<file path="src/rtl/loop_watchdog.sv">
module loop_watchdog #(
  parameter int MIN_EXP     = 13,
  parameter bit HALT_COUNTS = 1'b1
) (
  input  logic       clk,
  input  logic       rst_n,
  input  logic       cfg_we,
  input  logic [5:0] cfg_wdata,
  output logic [5:0] cfg_rdata,
  input  logic       stop_i,
  input  logic       idle_i,
  input  logic       halt_i,
  input  logic       subclk_i,
  output logic       rst_req_o,
  output logic       nmi_req_o
);

  localparam int CW = MIN_EXP + 8;

  logic          run_q, rst_sel_q, en_q;
  logic [2:0]    sel_q;
  logic [CW-1:0] cnt_q;
  logic [CW-1:0] lim_m1;
  int unsigned   shamt;

  wire kick   = cfg_we & cfg_wdata[0];
  wire hold   = stop_i | idle_i | subclk_i | (halt_i & ~HALT_COUNTS);
  wire active = run_q & en_q & ~hold;
  wire expire = active & (cnt_q >= lim_m1);

  always_comb begin
    shamt  = (sel_q == 3'd7) ? unsigned'(MIN_EXP + 8) : unsigned'(MIN_EXP) + {29'd0, sel_q};
    lim_m1 = (CW'(1) << shamt) - CW'(1);
  end

  always_ff @(posedge clk or negedge rst_n) begin
    if (!rst_n) begin
      run_q     <= 1'b0;
      rst_sel_q <= 1'b0;
      en_q      <= 1'b0;
      sel_q     <= 3'd0;
    end else if (cfg_we) begin
      run_q     <= run_q | cfg_wdata[0];
      rst_sel_q <= cfg_wdata[1];
      en_q      <= cfg_wdata[2];
      sel_q     <= cfg_wdata[5:3];
    end
  end

  always_ff @(posedge clk or negedge rst_n) begin
    if (!rst_n)           cnt_q <= '0;
    else if (kick)        cnt_q <= '0;
    else if (expire)      cnt_q <= '0;
    else if (active)      cnt_q <= cnt_q + CW'(1);
  end

  always_ff @(posedge clk or negedge rst_n) begin
    if (!rst_n) begin
      rst_req_o <= 1'b0;
      nmi_req_o <= 1'b0;
    end else begin
      rst_req_o <= expire & ~kick &  rst_sel_q;
      nmi_req_o <= expire & ~kick & ~rst_sel_q;
    end
  end

  assign cfg_rdata = {sel_q, en_q, rst_sel_q, run_q};

  AST_ONE_OUTCOME: assert property (@(posedge clk) disable iff (!rst_n)
    $onehot0({rst_req_o, nmi_req_o}));
  AST_RST_PULSE: assert property (@(posedge clk) disable iff (!rst_n)
    rst_req_o |=> !rst_req_o);
  AST_NMI_PULSE: assert property (@(posedge clk) disable iff (!rst_n)
    nmi_req_o |=> !nmi_req_o);
  AST_RUN_STICKY: assert property (@(posedge clk) disable iff (!rst_n)
    cfg_rdata[0] |=> cfg_rdata[0]);
  AST_KICK_CLEARS: assert property (@(posedge clk) disable iff (!rst_n)
    kick |=> (cnt_q == '0));
  AST_PAUSE_HOLD: assert property (@(posedge clk) disable iff (!rst_n)
    ((stop_i || idle_i || subclk_i) && !kick) |=> $stable(cnt_q));
  AST_DISABLED_QUIET: assert property (@(posedge clk) disable iff (!rst_n)
    !en_q |=> !(rst_req_o || nmi_req_o));

endmodule

</file>
<file path="config.mk">
export PLATFORM = sky130hd
export DESIGN_NAME = loop_watchdog
export DESIGN_NICKNAME = d
export VERILOG_FILES = /design/src/rtl/loop_watchdog.sv
export SDC_FILE = /design/constraint.sdc
export NUM_CORES = 1
export LEC_CHECK = 0
export BUFFER_PORTS_ARGS = -buffer_cell sky130_fd_sc_hd__buf_2
export CAP_MARGIN = 20
export CORE_UTILIZATION = 38
export DETAILED_ROUTE_END_ITERATION = 8
export SYNTH_ARGS = -nofsm -noshare
export SYNTH_HDL_FRONTEND = slang
export SYNTH_SLANG_ARGS = --single-unit
</file>
<file path="constraint.sdc">
create_clock -name clk -period 4.4 [get_ports clk]
set_input_delay 0.66 -clock clk [delete_from_list [all_inputs] [get_ports clk]]
set_output_delay 0.66 -clock clk [all_outputs]
set_load 0.02 [all_outputs]
</file>
==> flow_metrics.env <==
export IMPL_layout_cells_most_common_list="nor2_1, nand2_1, buf_4, nand3_1, dfrtp_1"
export IMPL_grt_usage=0.200
export IMPL_total_switching_power_uw=289
export IMPL_die_h_um=84.5
export IMPL_nNetsFinal=387
export IMPL_syn2layout_area_growth_pct=22.8
export IMPL_ctsRootBufferMaster="clkbuf_8"
export IMPL_finalHoldViolCount=0
export IMPL_final_hold_worst_slack_ps=416
export IMPL_drive_above_1_share=0.256
export IMPL_drt_pass1_iter_count=6
export IMPL_tritoncts_clock_tree="yes"
export IMPL_antenna_violating_nets_post_route=0
export IMPL_timing_critical_path_slowest_cell_delay_ps=490
export IMPL_crit_slowest_cell="or4_1"
export IMPL_power_total_uw=867
export IMPL_clkSlewWorstSetupHoldPaths_ps=70
export IMPL_cp_cell_sequence="ha_2, ha_2, a211o_1, and3_2, o21ai_0, ha_2, a21boi_4, xnor2_1, ha_1, a21o_1, a221o_1, a221oi_4, o21ai_4, buf_4, or4_1, mux2i_1"
export IMPL_number_of_instances_in_the_placed_design=416
export IMPL_detailedPlace_worstSlack_ps=-150
export IMPL_buffer_ports_inserted=19
export IMPL_final_critical_path_setup_slack_ps=101
export IMPL_floorplan_die_width_um=84.5
export IMPL_synth_async_reset_ratio=1.00
export IMPL_final_util=0.491
export IMPL_synthesis_yosys_warnings=0
export IMPL_grt_antenna_before_repair=0
export IMPL_synth_cell_area_um2=2580
export IMPL_static_leak_nw=1.50
export IMPL_cellInternalPower_uw=578
export IMPL_first_global_vias=2404
export IMPL_num_fill_cells=621
export IMPL_core_area_um2=6460
export IMPL_outcome="finished with violations"
export IMPL_slew_violations=0
export IMPL_share_clk_of_total_power=0.348
export IMPL_cts_num_sinks=29
export IMPL_grt_ovfl_total=0
export IMPL_most_common_flop_cell_mapped_by_yosys="dfrtp_1"
export IMPL_average_wire_per_standard_cell_um=16.0
export IMPL_swShare=0.334
export IMPL_worstSetupEndpointType="register"
export IMPL_clk_skew_ps=7.19
export IMPL_detailedPlacementHpwl_um=4970
export IMPL_worstPathRequired_ps=4610
export IMPL_max_slew_headroom=0.490
export IMPL_cts_buffer_count=5
export IMPL_count_of_vias_placed_by_the_detailed_router=2528
export IMPL_grt_pass1_wl_um=11400
export IMPL_synth_edf_count=0
export IMPL_cp_start_kind="register"
export IMPL_antenna_cells_inserted=0
export IMPL_initial_utilization=0.400
export IMPL_maxCapViolCount=0
export IMPL_fin_cells=425
export IMPL_remaining_drc_errors=2
export IMPL_synth_area_per_cell_um2=8.42
export IMPL_place_gp_congestion=0.836
export IMPL_worst_path_max_fanout=7
export IMPL_maximum_vdd_ir_drop_mv=0.114
export IMPL_violations="DRC"
export IMPL_synth_instances=307
export IMPL_pin_count=21
export IMPL_path_class="register to register"
export IMPL_worstSkewPairLatency_ps=290
export IMPL_ys_seq_elements=29
export IMPL_cts_max_level=2
export IMPL_synth_lib_cells_used_distinct=54
export IMPL_transition_time_of_the_tightest_slew_check_pin_ps=759
export IMPL_power_per_cell_area_nw_per_um2=273
export IMPL_drt_iter0_drc=136
export IMPL_wirelength_um=6810
export IMPL_floorplan_die_area_um2=7130
export IMPL_crit_arrival_ps=4510
export IMPL_core_rowCount=29
export IMPL_share_seq_of_total_power=0.320
export IMPL_setup_violations_final=0
export IMPL_grt_start_max_net_pins=30
export IMPL_layout_min_cycle_time_ps=4300
export IMPL_clock_fmax_mhz=233
export IMPL_cts_root_to_sink_buffers=2
export IMPL_ctsHoldBuffers=0
export IMPL_syn_nets=347
export IMPL_cp_common_cell="ha_2"
export IMPL_holdCritPathClass="primary input to asynchronous set/reset pin"
export IMPL_power_combinational_fraction=0.331
export IMPL_timing_final_crit_share=0.977
export IMPL_ys_seq_area_frac=0.281
export IMPL_viasPerCell=5.95
-- Yosys cell counts, drive strengths merged, types with 3 or more instances --
cell type | count | share of area
nor4 | 4 | 0.015
o21ai | 10 | 0.021
and4 | 6 | 0.020
a41oi | 3 | 0.010
nor2b | 4 | 0.0097
a31oi | 5 | 0.012
or4 | 3 | 0.0087
nand4 | 6 | 0.017
nor3 | 18 | 0.039
a21boi | 3 | 0.0087
nor2 | 30 | 0.044
nand2 | 30 | 0.044
a21o | 5 | 0.015
mux2i | 3 | 0.012
a221o | 15 | 0.058
mux2 | 6 | 0.026
inv | 7 | 0.010
clkbuf | 10 | 0.015
a21oi | 10 | 0.019
nand2b | 3 | 0.0073
dfrtp | 29 | 0.28
and3 | 5 | 0.012
buf | 7 | 0.017
ha | 27 | 0.13
nand3 | 28 | 0.054
-- metrics by stage --
stage,area [µm²],TNS [ps]
final,3170,0
after CTS,3080,0
after detailed placement,2930,-851
after global placement,2930,0
after floorplan,2590,0
after global routing,3170,-81.3
-- power by group through the flow --
| stage | clock network [mW] | logic (mW) | registers [mW] |
|---|---|---|---|
| 5_1_grt | 0.318 | 0.316 | 0.279 |
| 3_5_place_dp | 0 | 0.253 | 0.283 |
| 4_1_cts | 0.306 | 0.260 | 0.278 |
| 6_report | 0.302 | 0.287 | 0.278 |
| 3_3_place_gp | 0 | 0.246 | 0.282 |
| 2_1_floorplan | 0 | 0.159 | 0.288 |
-- cell families after synthesis --
kind of cell               share of synthesized area
AOI/OAI and AO/OA                              0.210
xor gates and xnor gates                     0.00678
adders and majority gates                      0.131
buffers and inverters                         0.0416
DFF                                            0.281
muxes                                         0.0378
and+or+nand+nor                                0.292
-- path summary, 6_finish.rpt --
path,startpoint,end,slack (ps),cells past startpoint
max,sel_q[1],cnt_q[4],100,16
min,rst_n,cnt_q[9],420,1
max reg2reg,sel_q[1],cnt_q[4],100,16
min reg2reg,rst_sel_q,nmi_req_o,480,1
max in group asynchronous,rst_n,sel_q[1],3480,1
min in group clk,rst_sel_q,nmi_req_o,480,1
-- per-layer routing --
metal	vias to the layer above	track usage	part of all wire
met5	-	0	0
met4	0	0.0709	0.018
met3	9	0.0295	0.034
met2	53	0.329	0.47
met1	1210	0.267	0.48
li1	1256	-	-
-- area by class of cell --
cell class              instances  area [µm²]  share of cell area
well taps                      77        96.3              0.0304
flip-flops and latches         29         727               0.229
multi-input cells             254        1860               0.586
inverters                       7        26.3             0.00828
clock inverters                 2        37.5              0.0118
clock buffers                   6        82.6              0.0260
repair buffers                 50         344               0.108
-- state kept, by name, indices dropped and copies added (netlist names) --
name	count
en_q	1
rst_req_o	1
nmi_req_o	1
rst_sel_q	1
cnt_q	21
run_q	1
sel_q	3
-- repair_timing --
item,CTS,global route
buffers inserted,1,0
resized for setup,6,22
pin swaps,1,5
endpoints found under the setup margin,19,22
-- worst max-delay path: cells and delay by family, from the launching register on --
family / cells / cell delay, ps
DFF: 1 / 410
xor gates and xnor gates: 1 / 170
and+or+nand+nor: 2 / 740
AOI/OAI and AO/OA: 7 / 1610
buffers and inverters: 1 / 180
adders and majority gates: 4 / 970
muxes: 1 / 130
(Power assumes the default switching activity.)
